===== src/rtl/seg_guard_pkg.sv =====
package seg_guard_pkg;
  typedef enum logic [1:0] {
    ACC_FETCH     = 2'd0,
    ACC_READ      = 2'd1,
    ACC_WRITE     = 2'd2,
    ACC_WRITE_ALT = 2'd3
  } acc_kind_e;

  // Outcome of the ordered checks before registering.
  typedef struct packed {
    logic fault;
    logic np;
  } verdict_t;
endpackage


===== src/rtl/seg_limit_check.sv =====
module seg_limit_check #(
  parameter int AW = 32,
  parameter int SW = 3
) (
  input  logic [AW-1:0] offset,
  input  logic [SW-1:0] acc_size,
  input  logic [AW-1:0] seg_limit,
  input  logic          down_mode,
  output logic          over
);
  localparam int EW = AW + 1;

  logic [EW-1:0] last_byte;

  always_comb begin
    // One extra bit keeps the end-of-access sum from wrapping.
    last_byte = {1'b0, offset} + EW'(acc_size) - EW'(1);
    if (down_mode) begin
      over = offset < seg_limit;
    end else begin
      over = last_byte > {1'b0, seg_limit};
    end
  end
endmodule


===== src/rtl/seg_prot_check.sv =====
module seg_prot_check #(
  parameter int PLW = 2
) (
  input  logic           is_fetch,
  input  logic           is_read,
  input  logic           is_write,
  input  logic           seg_present,
  input  logic [PLW-1:0] seg_dpl,
  input  logic [PLW-1:0] seg_rpl,
  input  logic [PLW-1:0] cpl,
  input  logic           seg_exec,
  input  logic           seg_rw,
  output logic           np_fail,
  output logic           priv_fail,
  output logic           type_fail
);
  logic cpl_low;
  logic rpl_low;

  always_comb begin
    np_fail   = !seg_present;
    cpl_low   = cpl > seg_dpl;
    rpl_low   = seg_rpl > seg_dpl;
    // The selector's requested level does not gate code fetches.
    priv_fail = cpl_low || (!is_fetch && rpl_low);
    type_fail = (is_fetch && !seg_exec)
             || (is_read && seg_exec && !seg_rw)
             || (is_write && (seg_exec || !seg_rw));
  end
endmodule


===== src/rtl/seg_result_reg.sv =====
module seg_result_reg
  import seg_guard_pkg::*;
#(
  parameter int AW = 32
) (
  input  logic          clk,
  input  logic          rst_n,
  input  logic          load,
  input  logic [AW-1:0] d_addr,
  input  verdict_t      d_verdict,
  output logic          q_valid,
  output logic [AW-1:0] q_addr,
  output verdict_t      q_verdict
);
  logic          valid_nx;
  logic [AW-1:0] addr_nx;
  verdict_t      verdict_nx;

  always_comb begin
    valid_nx   = load;
    addr_nx    = q_addr;
    verdict_nx = q_verdict;
    if (load) begin
      addr_nx    = d_addr;
      verdict_nx = d_verdict;
    end
  end

  always_ff @(posedge clk or negedge rst_n) begin
    if (!rst_n) begin
      q_valid   <= 1'b0;
      q_addr    <= '0;
      q_verdict <= '0;
    end else begin
      q_valid   <= valid_nx;
      q_addr    <= addr_nx;
      q_verdict <= verdict_nx;
    end
  end
endmodule


===== src/rtl/seg_access_guard.sv =====
module seg_access_guard
  import seg_guard_pkg::*;
#(
  parameter int AW  = 32,
  parameter int SW  = 3,
  parameter int PLW = 2
) (
  input  logic           clk,
  input  logic           rst_n,
  input  logic           req_valid,
  input  logic [1:0]     acc_kind,
  input  logic [AW-1:0]  offset,
  input  logic [SW-1:0]  acc_size,
  input  logic [AW-1:0]  seg_base,
  input  logic [AW-1:0]  seg_limit,
  input  logic           seg_present,
  input  logic [PLW-1:0] seg_dpl,
  input  logic [PLW-1:0] seg_rpl,
  input  logic           seg_exec,
  input  logic           seg_rw,
  input  logic           seg_dir,
  input  logic [PLW-1:0] cpl,
  input  logic           prot_en,
  input  logic           v86,
  output logic           rsp_valid,
  output logic [AW-1:0]  lin_addr,
  output logic           fault,
  output logic           fault_np
);
  acc_kind_e kind;
  logic      is_fetch;
  logic      is_read;
  logic      is_write;
  logic      down_mode;
  logic      prot_live;
  logic      lim_over;
  logic      np_fail;
  logic      priv_fail;
  logic      type_fail;
  logic [AW-1:0] addr_c;
  verdict_t  verdict_c;
  verdict_t  verdict_q;

  always_comb begin
    kind      = acc_kind_e'(acc_kind);
    is_fetch  = kind == ACC_FETCH;
    is_read   = kind == ACC_READ;
    is_write  = (kind == ACC_WRITE) || (kind == ACC_WRITE_ALT);
    down_mode = !is_fetch && !seg_exec && seg_dir;
    prot_live = prot_en && !v86;
    addr_c    = seg_base + offset;
  end

  seg_limit_check #(.AW(AW), .SW(SW)) u_limit (
    .offset    (offset),
    .acc_size  (acc_size),
    .seg_limit (seg_limit),
    .down_mode (down_mode),
    .over      (lim_over)
  );

  seg_prot_check #(.PLW(PLW)) u_prot (
    .is_fetch    (is_fetch),
    .is_read     (is_read),
    .is_write    (is_write),
    .seg_present (seg_present),
    .seg_dpl     (seg_dpl),
    .seg_rpl     (seg_rpl),
    .cpl         (cpl),
    .seg_exec    (seg_exec),
    .seg_rw      (seg_rw),
    .np_fail     (np_fail),
    .priv_fail   (priv_fail),
    .type_fail   (type_fail)
  );

  // Ordered arbitration: limit, presence, privilege, type.
  always_comb begin
    verdict_c = '0;
    if (lim_over) begin
      verdict_c.fault = 1'b1;
    end else if (prot_live) begin
      if (np_fail) begin
        verdict_c.fault = 1'b1;
        verdict_c.np    = 1'b1;
      end else if (priv_fail || type_fail) begin
        verdict_c.fault = 1'b1;
      end
    end
  end

  seg_result_reg #(.AW(AW)) u_out (
    .clk       (clk),
    .rst_n     (rst_n),
    .load      (req_valid),
    .d_addr    (addr_c),
    .d_verdict (verdict_c),
    .q_valid   (rsp_valid),
    .q_addr    (lin_addr),
    .q_verdict (verdict_q)
  );

  assign fault    = verdict_q.fault;
  assign fault_np = verdict_q.np;
endmodule


===== config.mk =====
export PLATFORM = sky130hd
export DESIGN_NAME = seg_access_guard
export DESIGN_NICKNAME = d
export VERILOG_FILES = /design/src/rtl/seg_guard_pkg.sv /design/src/rtl/seg_limit_check.sv /design/src/rtl/seg_prot_check.sv /design/src/rtl/seg_result_reg.sv /design/src/rtl/seg_access_guard.sv
export SDC_FILE = /design/constraint.sdc
export NUM_CORES = 1
export LEC_CHECK = 0
export BUFFER_PORTS_ARGS = -buffer_cell sky130_fd_sc_hd__buf_2
export CORE_UTILIZATION = 45
export CTS_CLUSTER_DIAMETER = 50
export DETAILED_ROUTE_END_ITERATION = 8
export PLACE_DENSITY = 0.7
export SYNTH_ARGS = -nofsm -noshare
export SYNTH_HDL_FRONTEND = slang
export SYNTH_HIERARCHICAL = 1
export SYNTH_SLANG_ARGS = --single-unit

===== constraint.sdc =====
create_clock -name clk -period 0.8 [get_ports clk]
set_input_delay 0.24 -clock clk [delete_from_list [all_inputs] [get_ports clk]]
set_output_delay 0.24 -clock clk [all_outputs]
set_load 0.02 [all_outputs]

# == Word-level counts from Yosys, hierarchy flattened ==
# Cells that the tools add are included.
# classes
addsub,3
magnitude_cmp,4
n_eq_ne,3
mux,7
reduce_logical,19
# op_table
op,count
adder 32 x 3 -> 33 bit,1
greater-than comparator 33 x 32 -> 1 bit,1
"subtractor 33 x 1 -> 33 bit, second input constant",1
adder 32 bit,1
less-than comparator 32 bit,1
logical AND 1 bit,8
logical OR 1 bit,6
2-to-1 mux 1 bit,6
"equality test 2 bit, second input constant",2
greater-than comparator 2 bit,2
logical NOT 1 bit,4
"equality test 2 x 1 -> 1 bit, second input constant",1
logical NOT 2 bit,1
2-to-1 mux 2 bit,1
# totals
regBits,35
input_bits,116
output_inout_bits,35
elab_cells,40

# == Logic depth before layout (Yosys ltp) ==
# Gate-level depths: netlist of run 1.
# logic_depth
word_depth,10
depth_mapped,24
mapped_depth_nobuf,24

# == Hierarchy ==
# The synthesis of run 1 kept the hierarchy.
# by_module_without_submodules
mod,n_inst,cells_each,area_per_inst_um2,seq_area_each_um2
seg_limit_check,1,437,3276.9,0.0
seg_access_guard,1,247,1791.7,0.0
seg_result_reg,1,73,1442.6,875.8
seg_prot_check,1,20,125.1,0.0

# == Worst setup path after synthesis of run 1 ==
# No wires, ideal clock.
# synth_timing
kind,input to register
from,input offset[2]
to,register u_out/q_verdict[1] (netlist bit)
setup_ns,0.125
arrival_time_ns,4.127
required_time_ns,0.675
setup_slack_ns,-3.452
stages,20
path_buffers,0
cell_sequence,inv_1 -> ha_1 -> inv_1 -> ha_1 -> a211o_1 -> o211ai_1 -> a22oi_1 -> a221oi_2 -> a31oi_4 -> a21o_1 -> a21oi_1 -> xnor2_1 -> ha_1 -> a2111oi_0 -> nand2_1 -> a211oi_1 -> o221ai_1 -> a211o_1 -> o21bai_1 -> mux2_2
# synth_lines
item,line_no,text
"start, declared",seg_access_guard.sv:12,"input logic [AW-1:0] offset,"
"end signal, assigned",seg_result_reg.sv:37,q_verdict <= verdict_nx;
"end, declared",seg_result_reg.sv:13,output verdict_t q_verdict

==> impl_metrics.py, run 1 <==
metrics = {
    "place": {
        "dpl_cell_area_mm2": 0.009864,
        "portBuffers": 150,
        "dp_hpwl_um": 17740,
        "finalWeightedCongestion": 0.9495,
        "dpl_worst_slack_ns": -3.754,
    },
    "pwr": {
        "p_sw_frac": 0.3856,
        "leakage_nw": 5.898,
        "p_switching_mw": 5.928,
        "pwr_density_cell_mw_per_mm2": 1373,
        "p_int_mw": 9.444,
        "power_mw": 15.37,
        "power_frac_clock": 0.132,
        "combPwrFrac": 0.700,
        "irDropWorstVdd_mv": 1.249,
        "seq_power_share": 0.168,
    },
    "timing": {
        "max_freq_ghz": 0.2378,
        "relSlewSlack": 0.5287,
        "finalSetupTns_ns": -55.58,
        "layout_min_cycle_time_ns": 4.205,
        "worst_slack_ns": -3.405,
        "period_share": 5.256,
        "rsz0062_at_grt": "true",
        "setup_viol": 68,
        "worst_slew_pin_slew_ns": 0.6891,
        "hold_viol": 0,
        "skew_ns": 0,
        "drv_slew": 0,
    },
    "route": {
        "dr_wl_met3_um": 1740,
        "drt-met1-wl_um": 9823,
        "vias": 7825,
        "wl_um": 24660,
        "top_layer_used": "met4",
        "drtIter0Drc": 557,
        "wl_met2_um": 11990,
        "drc": 0,
        "via_per_inst": 5.558,
        "dr.pass1.iters": 5,
        "wl_per_cell_um": 17.51,
        "ant_nets": 0,
    },
    "yosys": {
        "synthesis.nets": 1027,
        "netlist_instances": 777,
        "synthesis.area_mm2": 0.006636,
        "ys_ff_latch": 35,
        "synth_cell_types": 76,
        "synthArstFlopShare": 1.000,
        "ys_warn_count": 6,
        "yosysSeqAreaShare": 0.1320,
        "synth-edff-count": 0,
        "synth-main-ff-cell": "dfrtp_1",
        "avgSynthCellArea_um2": 8.541,
    },
    "die": {
        "pin_count": 151,
        "die_area_mm2": 0.01524,
        "dieWidth_um": 123.4,
        "core_area_mm2": 0.01448,
        "num_rows": 44,
        "start_util": 0.4583,
        "die_y_um": 123.4,
    },
    "global_route": {
        "grt_pass1_wl_um": 34860,
        "grt_pass1_vias": 7587,
        "grt_antenna_before_repair": 1,
        "grt_max_degree": 36,
        "overflow": 0,
        "grt_use_total": 0.2888,
    },
    "setup_path": {
        "required_ns": 0.96,
        "crit_arrival_ns": 4.36,
        "reg2reg_to": "u_out/q_addr[19]$_DFFE_PN0P_",
        "r2r_start": "u_out/q_addr[19]$_DFFE_PN0P_",
        "worstSetupPathType": "primary input to flip-flop",
        "reg2reg_slack_ns": -0.23,
        "endpoint_kind": "flip-flop",
        "worstRegToRegCells": 3,
        "critPathMaxFanout": 4,
        "startpoint_type": "primary input",
    },
    "clock_network": {
        "clk-insertion-delay-late_ns": 0.27,
        "clockRootBuffer": "clkbuf_16",
        "cts_sinks": 35,
        "htreeDepth": 2,
        "max-clock-path-buffers": 2,
        "clk_pin_slew_ns": 0.05,
        "cts_tree": "done",
        "cts_buffers": 5,
    },
    "layout": {
        "num-fill-cells": 965,
        "area_delta_synth_final_pct": 68.66,
        "nets": 1472,
        "drive_above_1_share": 0.5086,
        "postLayoutCellArea_mm2": 0.01119,
    },
    "job": {
        "cap_violations": 0,
    },
    "min_path": {
        "min_to": "u_out/q_valid$_DFF_PN0_",
        "worstHoldPathCells": 2,
        "min-delay-start": "req_valid",
        "hold_path_class": "primary input to flip-flop",
    },
    "status": {
        "status": "complete, but fails checks",
        "failed_checks": "negative setup slack",
    },
}
==> sequential cells by signal (all words and copies together), names as in the netlist <==
signal / count
u_out/q_valid: 1
u_out/q_verdict: 2
u_out/q_addr: 32
==> worst max-delay path by stage <==
stage	from	endpoint	cells past startpoint
floorplan	offset[1]	u_out/q_verdict[1]$_DFFE_PN0P_	23
global placement	offset[1]	u_out/q_verdict[1]$_DFFE_PN0P_	24
detailed placement	offset[1]	u_out/q_verdict[1]$_DFFE_PN0P_	23
CTS	offset[1]	u_out/q_verdict[1]$_DFFE_PN0P_	24
global route	offset[0]	u_out/q_verdict[1]$_DFFE_PN0P_	23
finish	offset[7]	u_out/q_verdict[1]$_DFFE_PN0P_	20
==> stage by stage <==
stage          instances  utilization  hold WS (ns)
2_1_floorplan        777            -      -0.05559
3_3_place_gp        1348       0.6813        0.2093
3_5_place_dp        1348       0.6813        0.2105
4_1_cts             1388       0.7452        0.3075
5_1_grt             1408       0.7731        0.3077
6_report            1408       0.7731        0.3092
==> power groups by stage <==
stage,Combinational (mW),Clock [mW],Sequential (mW)
6_report,10.8,2.03,2.58
4_1_cts,9.82,2.05,2.55
3_5_place_dp,8.47,0,2.49
3_3_place_gp,8.28,0,2.48
2_1_floorplan,4.60,0,3.02
5_1_grt,11.6,2.13,2.62
==> cells by family after synthesis <==
| kind of cell | synth area share |
|---|---|
| DFF | 0.1320 |
| and+or+nand+nor | 0.1410 |
| muxes | 0.07937 |
| buffers and inverters | 0.06976 |
| AOI/OAI and AO/OA | 0.2504 |
| adders and majority gates | 0.2549 |
| xor gates and xnor gates | 0.07259 |
==> synth_stat cells, types with 9 or more instances <==
cell type	count	area share
xor2_1	24	0.032
o21ai_0	27	0.020
nand3_1	14	0.011
nand4_1	20	0.019
dfrtp_1	35	0.13
a21o_1	55	0.062
xnor2_1	31	0.041
a211oi_1	9	0.010
nand2_1	34	0.019
clkbuf_1	9	0.0051
o21bai_1	10	0.011
inv_1	93	0.053
and3_1	9	0.0085
nor3_1	12	0.0091
a21oi_1	69	0.052
ha_1	132	0.25
nor2b_1	11	0.010
nor2_1	22	0.012
mux2_4	30	0.068
==> critical path: stages <==
cell and delay [ns]:
buf_2 0.12, inv_1 0.05, ha_1 0.28, a2111oi_0 0.56, a22oi_2 0.26, buf_4 0.19, a211o_1 0.26, a21o_1 0.17
a21oi_2 0.14, xnor2_1 0.14, ha_1 0.27, a21o_1 0.18, a21o_1 0.18, a21oi_2 0.13, o22ai_1 0.12, a211oi_2 0.20
o221ai_2 0.12, a211o_1 0.32, o21bai_1 0.17, mux2_4 0.25
==> per-layer routing <==
layer,vias up,global-route usage
met4,0,0.08660
met3,94,0.04197
met1,3637,0.3480
li1,3756,-
met2,338,0.5251
met5,-,0
==> what timing repair did <==
item                                    CTS  global route
hold endpoints to repair                 35             0
hold buffers                              1             0
endpoints found under the setup margin   68            68
gates cloned                              0             0
buffers inserted                         31            23
resized for setup                       133            49
pin swaps                                49            51
==> area by class of cell <==
class                           count  area [um2]  area share
Timing Repair Buffer              453        3455      0.3086
Inverter                           93       361.6     0.03231
Clock buffer                        8       156.4     0.01397
Sequential cell                    35       875.8     0.07825
Multi-Input combinational cell    634        6112      0.5461
Tap cell                          184       230.2     0.02057
Antenna cell                        1       2.502   0.0002236
==> placed cells by master (no fill, tap or decap), types with 7 or more instances in the layout <==
| cell | netlist | layout |
|---|---|---|
| buf_4 | 0 | 269 |
| buf_2 | 1 | 107 |
| ha_1 | 132 | 105 |
| inv_1 | 93 | 88 |
| buf_6 | 1 | 71 |
| a21o_1 | 55 | 55 |
| a21oi_1 | 69 | 44 |
| dfrtp_1 | 35 | 35 |
| mux2_4 | 30 | 32 |
| nand2_1 | 34 | 29 |
| ha_4 | 0 | 26 |
| xnor2_1 | 31 | 25 |
| a21oi_2 | 0 | 24 |
| xor2_1 | 24 | 22 |
| nor2_1 | 22 | 21 |
| nand4_1 | 20 | 20 |
| o21ai_0 | 27 | 19 |
| nor3_1 | 12 | 11 |
| o21bai_1 | 10 | 10 |
| nor2b_1 | 11 | 10 |
| nand3_1 | 14 | 9 |
| and3_1 | 9 | 8 |
| o21ai_1 | 4 | 8 |
| nand2b_1 | 7 | 7 |
(Power assumes the default switching activity.)
==> inputs of run 2 (changes only) <==
TNS_END_PERCENT = 1   (was not set)
==> impl_metrics.py, run 2 (synthesized netlist as in run 1, its figures left out) <==
metrics = {
    "clock_network": {
        "cts_buffers": 5,
        "clockRootBuffer": "clkbuf_16",
        "htreeDepth": 2,
        "max-clock-path-buffers": 2,
        "clk_pin_slew_ns": 0.05,
        "cts_tree": "done",
        "cts_sinks": 35,
        "clk-insertion-delay-late_ns": 0.27,
    },
    "die": {
        "die_y_um": 123.4,
        "core_area_mm2": 0.01448,
        "start_util": 0.4583,
        "num_rows": 44,
        "die_area_mm2": 0.01524,
        "dieWidth_um": 123.4,
        "pin_count": 151,
    },
    "route": {
        "via_per_inst": 5.422,
        "drc": 0,
        "wl_um": 20970,
        "vias": 7352,
        "ant_nets": 0,
        "wl_per_cell_um": 15.46,
        "drtIter0Drc": 289,
        "dr.pass1.iters": 5,
    },
    "setup_path": {
        "slowest_stage": "or4b_4",
        "worstSetupPathType": "primary input to flip-flop",
        "crit_arrival_ns": 4.35,
        "required_ns": 0.96,
        "path_cells": "buf_8 -> clkinv_4 -> ha_4 -> inv_4 -> ha_4 -> inv_2 -> fa_2 -> nor2b_2 -> o2111ai_2 -> nand4b_4 -> o211ai_2 -> a211oi_2 -> o31a_1 -> or4b_4 -> nand3_4 -> ha_4 -> o21ai_2 -> nand2b_1 -> a21oi_2 -> a31o_2 -> o221ai_2 -> a211o_1 -> o21bai_1 -> mux2_4",
        "crit_top_cell": "ha_4",
        "endpoint_kind": "flip-flop",
        "cp_num_buf_inv": 4,
        "critPathMaxFanout": 4,
        "cp_top_family": "compound AO/OA/AOI/OAI gates",
        "startpoint_type": "primary input",
        "cp_slowest_stage_delay_ns": 0.55,
    },
    "job": {
        "cap_violations": 0,
    },
    "layout": {
        "final_common_cell": "buf_4",
        "top_register": "u_out/q_addr",
        "largest_reg_flops": 32,
        "num-fill-cells": 1134,
        "drive_above_1_share": 0.4735,
        "layout_common_cells": "buf_4 (243), buf_2 (135), ha_1 (110), inv_1 (85), a21o_1 (55)",
        "reg_top3": "u_out/q_addr: 32 flops, u_out/q_verdict: 2 flops, u_out/q_valid: 1 flops",
        "area_delta_synth_final_pct": 55.66,
        "final_cells": 1356,
        "nets": 1422,
        "fin_util": 0.7134,
        "postLayoutCellArea_mm2": 0.01033,
        "antennaDiodeCount": 0,
    },
    "timing": {
        "skew_ns": 0,
        "rsz0062_at_grt": "true",
        "worst_slew_pin_slew_ns": 1.032,
        "finalSetupTns_ns": -49.98,
        "layout_min_cycle_time_ns": 4.195,
        "period_share": 5.244,
        "max_freq_ghz": 0.2384,
        "hold_viol": 0,
        "drv_slew": 0,
        "worst_slack_ns": -3.395,
        "relSlewSlack": 0.2943,
        "setup_viol": 68,
    },
    "pwr": {
        "pwr_density_cell_mw_per_mm2": 1300,
        "power_mw": 13.43,
        "leakage_nw": 5.520,
        "irDropWorstVdd_mv": 1.534,
    },
    "place": {
        "dp_cells": 1344,
        "dp_hpwl_um": 17050,
        "portBuffers": 150,
        "dpl_cell_area_mm2": 0.009517,
        "finalWeightedCongestion": 0.9389,
    },
    "status": {
        "status": "complete, but fails checks",
        "failed_checks": "negative setup slack",
    },
    "global_route": {
        "grt_pass1_vias": 7165,
        "grt_pass1_wl_um": 32300,
        "overflow": 0,
        "grt_antenna_before_repair": 0,
        "grt_max_degree": 36,
        "grt_use_total": 0.2678,
    },
    "min_path": {
        "hold_path_class": "primary input to flip-flop",
    },
}
-- run 2: cell types whose count changed in the layout (fill, tap and decap cells not counted), moves of 3 or more --
| cell | previous run | this run |
|---|---|---|
| buf_6 | 71 | 18 |
| inv_1 | 88 | 85 |
| buf_2 | 107 | 135 |
| xnor2_1 | 25 | 31 |
| nand3_1 | 9 | 12 |
| nand2_1 | 29 | 33 |
| ha_4 | 26 | 20 |
| nand2_2 | 4 | 1 |
| xnor2_2 | 6 | 0 |
| buf_4 | 269 | 243 |
| ha_1 | 105 | 110 |
-- run 2: area by class of cell --
cell class,instances,area [um2],share of cell area
Tap cell,184,230.2,0.02229
Clock inverter,1,5.005,0.0004845
Multi-Input combinational cell,634,5896,0.5707
Sequential cell,35,875.8,0.08479
Timing Repair Buffer,403,2818,0.2728
Clock buffer,6,138.9,0.01344
Inverter,93,366.6,0.03549
-- run 2: per-layer routing --
metal | share of wire | vias to the layer above | GRT usage
li1 | - | 3656 | -
met1 | 0.43 | 3420 | 0.3265
met5 | 0 | - | 0
met2 | 0.49 | 232 | 0.4822
met3 | 0.049 | 44 | 0.03137
met4 | 0.030 | 0 | 0.09187
-- run 2: stage by stage --
stage	hold WS, ns	setup slack [ns]
2_1_floorplan	-0.05559	-3.244
4_1_cts	0.3119	-3.398
3_5_place_dp	0.2099	-3.747
3_3_place_gp	0.2104	-3.625
5_1_grt	0.3088	-3.523
6_report	0.3162	-3.395
-- run 2: where the power goes --
part	total [mW]	internal [mW]	switching [mW]
Combinational	9.06	4.72	4.34
Clock	1.87	1.21	0.662
Sequential	2.49	2.22	0.273
-- run 2: path summary, 6_finish.rpt --
path / start / to / slack [ns] / cells past startpoint
hold reg to reg: u_out/q_addr[11]$_DFFE_PN0P_ / u_out/q_addr[11]$_DFFE_PN0P_ / 0.50 / 1
setup reg to reg: u_out/q_addr[14]$_DFFE_PN0P_ / u_out/q_addr[14]$_DFFE_PN0P_ / 0.01 / 1
max in group asynchronous: rst_n / u_out/q_addr[25]$_DFFE_PN0P_ / 0.18 / 3
min in group asynchronous: rst_n / u_out/q_addr[1]$_DFFE_PN0P_ / 0.44 / 3
hold / removal: req_valid / u_out/q_valid$_DFF_PN0_ / 0.32 / 2
setup / recovery: acc_size[1] / u_out/q_verdict[1]$_DFFE_PN0P_ / -3.40 / 24
-- run 2: timing repair --
item / 4_1_cts / 5_1_grt
resized for setup: 72 / 58
hold buffers: 1 / 0
endpoints found under the setup margin: 68 / 68
pin swaps: 45 / 37
endpoints found under the hold margin: 35 / 0
buffers inserted: 1 / 3
==> inputs of run 3 (changes only) <==
ABC_AREA = 1   (was not set)
PLACE_DENSITY = 0.68   (was 0.7)
SYNTH_HIERARCHICAL = not set   (was 1)
clock period = 5.45 ns   (was 0.8 ns; I/O delays follow)
==> impl_metrics.py, run 3 <==
metrics = {
    "status": {
        "status": "complete, no violations",
    },
    "timing": {
        "layout_min_cycle_time_ns": 5.068,
        "worst_slew_pin_slew_ns": 0.7492,
        "setup_viol": 0,
        "finalSetupTns_ns": 0,
        "skew_ns": 0,
        "rsz0062_at_grt": "false",
        "hold_viol": 0,
        "worst_slack_ns": 0.3821,
        "period_share": 0.9299,
        "drv_slew": 0,
        "max_freq_ghz": 0.1973,
        "relSlewSlack": 0.5005,
    },
    "layout": {
        "final_cells": 1253,
        "ff_latch_area_um2": 875.8,
        "layout_common_cells": "nand2_1 (206), buf_2 (150), inv_1 (133), ha_1 (131), a21oi_1 (102)",
        "final_common_cell": "nand2_1",
        "top_register": "u_out.q_addr",
        "reg_top3": "u_out.q_addr: 32 flops, u_out.q_verdict: 2 flops, u_out.q_valid: 1 flops",
        "largest_reg_flops": 32,
        "multi_input_area_mm2": 0.004880,
        "area_delta_synth_final_pct": 18.72,
        "fin_util": 0.5542,
        "num-fill-cells": 1438,
        "drive_above_1_share": 0.1914,
        "nets": 1325,
    },
    "global_route": {
        "grt_pass1_vias": 5938,
        "overflow": 0,
        "grt_antenna_before_repair": 1,
        "grt_max_degree": 36,
        "grt_use_total": 0.2394,
        "grt_pass1_wl_um": 27600,
    },
    "yosys": {
        "ys_warn_count": 0,
        "avgSynthCellArea_um2": 6.799,
        "yosysMostFrequentCell": "nand2_1",
        "synthesis.area_mm2": 0.006255,
        "synth-main-ff-cell": "dfrtp_1",
        "synth_area_leaders": "ha_1 (26%), dfrtp_1 (14%), nand2_1 (12%)",
        "synth_top_cell_area_share": 0.2641,
        "ys_ff_latch": 35,
        "synthArstFlopShare": 1.000,
        "synth-edff-count": 0,
        "synth.cells.most_frequent": "nand2_1 (207), inv_1 (133), ha_1 (132)",
        "synth_top_area_cell": "ha_1",
        "netlist_instances": 920,
        "synthesis.nets": 1170,
        "synth_cell_types": 45,
        "yosysSeqAreaShare": 0.1400,
    },
    "clock_network": {
        "cts_hold_buf": 0,
        "max-clock-path-buffers": 2,
        "cts_tree": "done",
        "clockRootBuffer": "clkbuf_16",
        "clk-insertion-delay-late_ns": 0.27,
        "cts_buffers": 5,
        "clk_pin_slew_ns": 0.05,
        "cts_sinks": 35,
        "htreeDepth": 2,
    },
    "setup_path": {
        "crit_top_cell": "nand2_1",
        "required_ns": 5.62,
        "slowest_stage": "fa_2",
        "r2r_start": "u_out.q_addr[16]$_DFFE_PN0P_",
        "critPathMaxFanout": 3,
        "cp_slowest_stage_delay_ns": 0.34,
        "reg2reg_slack_ns": 4.77,
        "crit_arrival_ns": 5.24,
        "startpoint_type": "primary input",
        "worstSetupPathType": "primary input to flip-flop",
        "reg2reg_to": "u_out.q_addr[16]$_DFFE_PN0P_",
        "endpoint_kind": "flip-flop",
        "worstRegToRegCells": 2,
    },
    "route": {
        "wl_um": 17020,
        "dr.pass1.iters": 5,
        "vias": 6405,
        "wl_per_cell_um": 13.59,
        "drc": 0,
        "via_per_inst": 5.112,
        "drtIter0Drc": 290,
        "ant_nets": 0,
    },
    "place": {
        "dpl_worst_slack_ns": 0.01697,
        "finalWeightedCongestion": 0.9063,
        "portBuffers": 150,
        "dp_hpwl_um": 14980,
        "dp_cells": 1242,
    },
    "min_path": {
        "worstHoldPathCells": 2,
        "hold_path_class": "flip-flop to flip-flop",
        "min_to": "u_out.q_addr[28]$_DFFE_PN0P_",
        "min-delay-start": "u_out.q_addr[28]$_DFFE_PN0P_",
    },
    "die": {
        "die_area_mm2": 0.01437,
        "start_util": 0.4668,
        "pin_count": 151,
        "num_rows": 42,
        "core_area_mm2": 0.01340,
        "die_y_um": 119.9,
        "dieWidth_um": 119.9,
    },
    "pwr": {
        "pwr_density_cell_mw_per_mm2": 195.7,
        "irDropWorstVdd_mv": 0.09812,
        "leakage_nw": 4.076,
        "power_mw": 1.453,
    },
    "job": {
        "cap_violations": 0,
    },
}
-- run 3: cell count changes after synthesis, moves of 31 or more --
cell | previous run | this run
a21o_1 | 55 | 4
a21oi_1 | 69 | 103
inv_1 | 93 | 133
nand2_1 | 34 | 207
nor2_1 | 22 | 62
o21ai_0 | 27 | 58
-- run 3: timing repair --
item / CTS / global route
setup buffers: 0 / 2
gates resized for setup: 0 / 9
setup endpoints to repair: 0 / 2
-- run 3: routing by layer --
layer  GRT usage  wire length [um]
met5           0                 0
met1      0.3365              8489
met4     0.07266               380
met3    0.008555               544
met2      0.3963              7610
-- run 3: how the worst max path moves through the flow --
stage / startpoint / end / slack, ns / depth (start not counted)
global placement: offset[1] / u_out.q_verdict[0]$_DFFE_PN0P_ / 0.1 / 34
CTS: offset[1] / u_out.q_verdict[0]$_DFFE_PN0P_ / 0.28 / 34
finish: offset[1] / u_out.q_verdict[0]$_DFFE_PN0P_ / 0.38 / 34
floorplan: offset[1] / u_out.q_verdict[0]$_DFFE_PN0P_ / 0.47 / 33
global route: offset[1] / u_out.q_verdict[0]$_DFFE_PN0P_ / 0.00007 / 34
detailed placement: offset[1] / u_out.q_verdict[0]$_DFFE_PN0P_ / 0.02 / 34
-- run 3: through the flow --
step	area, um2	hold WS, ns
3_5_place_dp	7221	0.4599
3_3_place_gp	7221	0.4584
6_report	7426	0.4708
4_1_cts	7377	0.4745
2_1_floorplan	6255	0.5844
5_1_grt	7426	0.4918
-- run 3: where the power goes --
part | switching [mW] | internal [mW] | leakage, nW | total [mW]
clock | 0.0951 | 0.194 | 0.0772 | 0.289
combinational | 0.507 | 0.329 | 3.58 | 0.836
sequential | 0.0225 | 0.306 | 0.420 | 0.328
total | 0.624 | 0.829 | 4.08 | 1.45
-- run 3: worst max-delay path, delay by kind of cell --
family,cells,cell delay (ns)
xor gates and xnor gates,1,0.08
buffers and inverters,4,0.30
AOI/OAI and AO/OA,3,0.56
adders and majority gates,4,1.08
and+or+nand+nor,22,1.59
-- run 3: kinds of logic (layout without fill, tap and decap cells) --
kind of cell,after synthesis,count (layout),share of synthesized area
other,0,1,0
flip-flops,35,35,0.1400
adder cells (fa/ha/maj),134,134,0.2705
AO/OA/AOI/OAI,223,223,0.2102
buffers and inverters,141,297,0.08482
AND/OR/NAND/NOR,340,340,0.2274
XOR/XNOR,47,47,0.06701
-- run 3: layout make-up --
class / instances / area share
Tap cell: 176 / 0.02965
Timing Repair Buffer: 155 / 0.1061
Inverter: 134 / 0.06773
Clock buffer: 8 / 0.02106
Antenna cell: 1 / 0.0003370
Multi-Input combinational cell: 744 / 0.6571
Sequential cell: 35 / 0.1179
